<file path="config.mk">
export PLATFORM = sky130hd
export DESIGN_NAME = mtc_span_calc
export DESIGN_NICKNAME = d
export VERILOG_FILES = /design/src/rtl/mtc_span_calc.sv
export SDC_FILE = /design/constraint.sdc
export NUM_CORES = 1
export LEC_CHECK = 0
export BUFFER_PORTS_ARGS = -buffer_cell sky130_fd_sc_hd__buf_2
export CORE_ASPECT_RATIO = 0.9
export CORE_MARGIN = 2
export CORE_UTILIZATION = 33
export DETAILED_ROUTE_END_ITERATION = 10
export PLACE_DENSITY_LB_ADDON = 0.12
export RECOVER_POWER = 50
export SLEW_MARGIN = 20
export SYNTH_ARGS = -nofsm -noshare
export SYNTH_HDL_FRONTEND = slang
export SYNTH_SLANG_ARGS = --single-unit
export TNS_END_PERCENT = 5
</file>
<file path="constraint.sdc">
create_clock -name vclk -period 2.7
set_input_delay 0.135 -clock vclk [all_inputs]
set_output_delay 0.135 -clock vclk [all_outputs]
set_load 0.05 [all_outputs]
</file>
<file path="src/rtl/mtc_span_calc.sv">
module mtc_span_calc #(
  parameter int unsigned VA_W     = 56,
  parameter int unsigned GRAN_LOG = 4,
  parameter int unsigned SZ_W     = 9,
  parameter int unsigned CNT_W    = 6,
  parameter int unsigned TA_W     = 51
) (
  input  logic [VA_W-1:0]  va,
  input  logic [SZ_W-1:0]  total,
  output logic [CNT_W-1:0] gcount,
  output logic [TA_W-1:0]  first_byte,
  output logic             first_odd
);
  localparam int unsigned GI_W = VA_W - GRAN_LOG;

  logic [VA_W-1:0] last_va;
  logic [GI_W-1:0] g_first;
  logic [GI_W-1:0] g_last;

  assign last_va    = va + VA_W'(total) - VA_W'(1);
  assign g_first    = va[VA_W-1:GRAN_LOG];
  assign g_last     = last_va[VA_W-1:GRAN_LOG];
  assign gcount     = CNT_W'(g_last - g_first) + CNT_W'(1);
  assign first_byte = va[VA_W-1:GRAN_LOG+1];
  assign first_odd  = va[GRAN_LOG];
endmodule

</file>
# Word-level counts from Yosys, hierarchy flattened
# Index checks and enable logic that the tools add are counted.
classes:
  n_addsub: 4
  n_mul: 0
  n_div: 0
  magnitude_cmp: 0
  eq_ne: 0
  shift: 0
  muxes: 0
  bitwise: 0
  reduce_logical: 0
op_table:
  columns: ["cell", "n"]
  rows:
  - ["adder 10 x 9 -> 10 bit", 1]
  - ["subtractor 10 x 1 -> 10 bit (second input constant)", 1]
  - ["adder 6 x 1 -> 6 bit (second input constant)", 1]
  - ["subtractor 6 bit", 1]
word_totals:
  ff_bits: 0
  latchBits: 0
  mem_bits_rw: 0
  romBits: 0
  in_bits: 65
  mem_count: 0

# Logic depth before layout (Yosys ltp)
logic_depth:
  ltp_word: 4
  ltp_mapped: 18

# Worst setup path after synthesis
# Ideal clock, no wire load.
synth_path:
  path_kind: "input to output"
  start: "in va[3]"
  end: "out gcount[5]"
  arrival_time_ps: 3325
  path_slack_ps: -760
  stages: 18
  path_cell_list: "inv_1 ha_1 inv_1 ha_1 nor3_1 nor2_2 a21o_2 nand2_1 ha_1 inv_1 ha_1 inv_1 fa_1 inv_1 a21o_1 a21oi_1 xnor2_1 xnor2_1"
synth_via:
  elab_chain_cells: 4
synth_rtl:
  columns: ["element", "line_no", "text"]
  rows:
  - ["start, declared", "8", "input logic [VA_W-1:0] va,"]
  - ["adder 10 x 9 -> 10 bit", "20", "assign last_va = va + VA_W'(total) - VA_W'(1);"]
  - ["subtractor 10 x 1 -> 10 bit", "20", null]
  - ["subtractor 6 bit", "23", "assign gcount = CNT_W'(g_last - g_first) + CNT_W'(1);"]
  - ["adder 6 x 1 -> 6 bit", "23", null]
  - ["end, declared", "10", "output logic [CNT_W-1:0] gcount,"]
# No other way between the ends.

# Worst setup path in the final report
layout_path:
  start: "in va[4]"
  end: "out gcount[5]"
layout_via:
  elab_chain_cells: 4
layout_rtl:
  columns: ["element", "line_no"]
  rows:
  - ["adder 10 x 9 -> 10 bit", "20"]
  - ["subtractor 10 x 1 -> 10 bit", "20"]
  - ["subtractor 6 bit *", "23"]
  - ["adder 6 x 1 -> 6 bit *", "23"]
# Mark *: on every way between the ends. The rest lies on a longest branch, timed or not.

==> flow_summary.toml <==
[route]
ant_nets = 0
dr.pass1.iters = 2
detail_route.wl_per_cell_microns = 11.6
routed_wl_microns = 2120
drc = 0
viasPerCell = 4.22
drt_iter0_drc = 4
vias = 773

[final_layout]
clkbuf_count = 0
seq_cell_count = 0
drive_gt1_share_pct = 56.7
final_common_cell = "inv_1"
design_area_sq_um = 1260
regArea_sq_um = 0
final_cell_mix = "28 x inv_1, 23 x buf_2, 16 x ha_1, 16 x buf_4, 7 x ha_4"
diodes = 0
fin_util_pct = 40.3
area_growth_pct = 13.6
fin_nets = 233

[pwr]
ir_drop_uv = 251
p_leak_nw = 0.692
p_per_area_nw_per_um2 = 747
p_total_uw = 944

[global_routing]
grt_pass1_wl_microns = 3440
grt_start_max_net_pins = 5
gr-usage-all-layers_pct = 11.2
antenna_found_initial = 0
first_global_vias = 744
grt_overflow = 0

[synthesis]
synth_area_sq_um = 1110
synth_cell_types = 22
synth_fp_nets = 239
synth_top_area_cell = "buf_4"
synthCells = 149
synthTopCellsByArea = "buf_4 35%, ha_1 27%, inv_1 13%"
yosysWarningCount = 0
avgSynthCellArea_sq_um = 7.47
seq_area_frac_synth_pct = 0
yosys.area.top_type_share_pct = 35.1

[job]
cap_violations = 0

[worst_setup_path]
critPathLaunch = "va[4]"
crit_cells = 18
endpoint_kind = "output pin"
cp.required_ps = 2570
critPathKind = "in2out"
slowest_delay_ps = 310
critPathArrivalTime_ps = 2860
cp_slowest_cell = "ha_1"
crit_buf_inv = 5
start_kind = "input pin"
critPathMaxFanout = 3
crit_top_cell = "ha_4"
crit_family = "adder cells"
crit_chain = "buf_4, inv_6, ha_4, inv_2, ha_4, nor2_1, nor2_4, buf_4, a31oi_4, o21bai_1, xor2_1, ha_1, ha_4, a21o_1, a21oi_2, xnor2_2, xnor2_2, buf_6"

[hold_path]
min_from = "va[22]"
whs_path_depth = 0
hp-class = "in2out"

[floorplan]
std_cell_rows = 19
die_x_microns = 65.2
initial_utilization_pct = 35.4
core-area_sq_um = 3140
io_pins = 123
die_area_sq_um = 3850
die_y_microns = 59.1

[place]
placed_area_sq_um = 1160
finalWeightedCongestion = 0.682
dp_hpwl_microns = 2010
port_buffers = 29

[timing]
fin_ws_ps = -290
setup_viol = 3
finalHoldViolations = 0
max_slew_margin_pct = 82.8
worstMarginPinSlew_ps = 257
slew_violations = 0
fin_crit_sh_pct = 111
fmax_ghz = 0.334
post-route-min-period_ps = 2990
rsz0062_at_grt = "true"
hold_ws_ps = 270

[run_status]
status = "finished with violations"
failed_checks = "setup timing"
[worst paths after layout]
kind,to,slack (ps)
worst max-delay path,gcount[5],-290
worst min-delay path,first_byte[17],270
[kinds of logic after synthesis]
family	count (synthesis)	synth area share, %
AO/OA/AOI/OAI	14	10.0
XOR/XNOR	9	7.09
adder cells (fa/ha/maj)	25	28.8
buffers and inverters	91	48.3
AND/OR/NAND/NOR	10	5.85
[timing repair]
action	CTS	global route
hold buffers	0	0
resized for setup	19	5
buffers inserted	0	1
setup endpoints to repair	4	4
pin swaps	16	9
hold endpoints to repair	0	0
cloned	0	0
[layer usage]
layer / part of all wire [%] / vias up / wire length [microns] / track usage, %
li1: - / 387 / - / -
met1: 34 / 317 / 720 / 12.0
met2: 46 / 49 / 973 / 19.1
met3: 13 / 20 / 280 / 4.18
met4: 6.8 / 0 / 145 / 6.55
met5: 0 / - / 0 / 0
[cells in the mapped netlist]
library cell and instances:
nand2_1 2, nor3_1 1, nand3_1 1, nor2_1 2, o21ai_1 1, ha_1 24, a21o_2 1, nand2b_4 1
a21o_1 3, a31oi_2 1, a21oi_1 4, xnor2_1 8, nor3_2 1, xor2_1 1, inv_1 39, o221a_1 1
nor2_2 1, fa_1 1, nand3_2 1, o21ai_4 1, o21bai_1 2, buf_4 52
[cell type report]
| class | instances | area (sq um) |
|---|---|---|
| Fill cell | 342 | 1870 |
| Inverter | 39 | 169 |
| Multi-Input combinational cell | 58 | 743 |
| Tap cell | 42 | 52.6 |
| Timing Repair Buffer | 44 | 299 |
[where the power goes]
| group | leakage [nW] | internal, mW | switching [mW] |
|---|---|---|---|
| registers | 0 | 0 | 0 |
| clock network | 0 | 0 | 0 |
| logic | 0.692 | 0.401 | 0.543 |
| total | 0.692 | 0.401 | 0.543 |
[metrics by stage]
step,cells,setup slack (ps),setup TNS [ps]
5_1_grt,183,-447,-906
4_1_cts,182,-340,-586
6_report,183,-290,-504
3_5_place_dp,182,-531,-1140
3_3_place_gp,182,-510,-1050
2_1_floorplan,149,-284,-783
(Power assumes the default switching activity.)
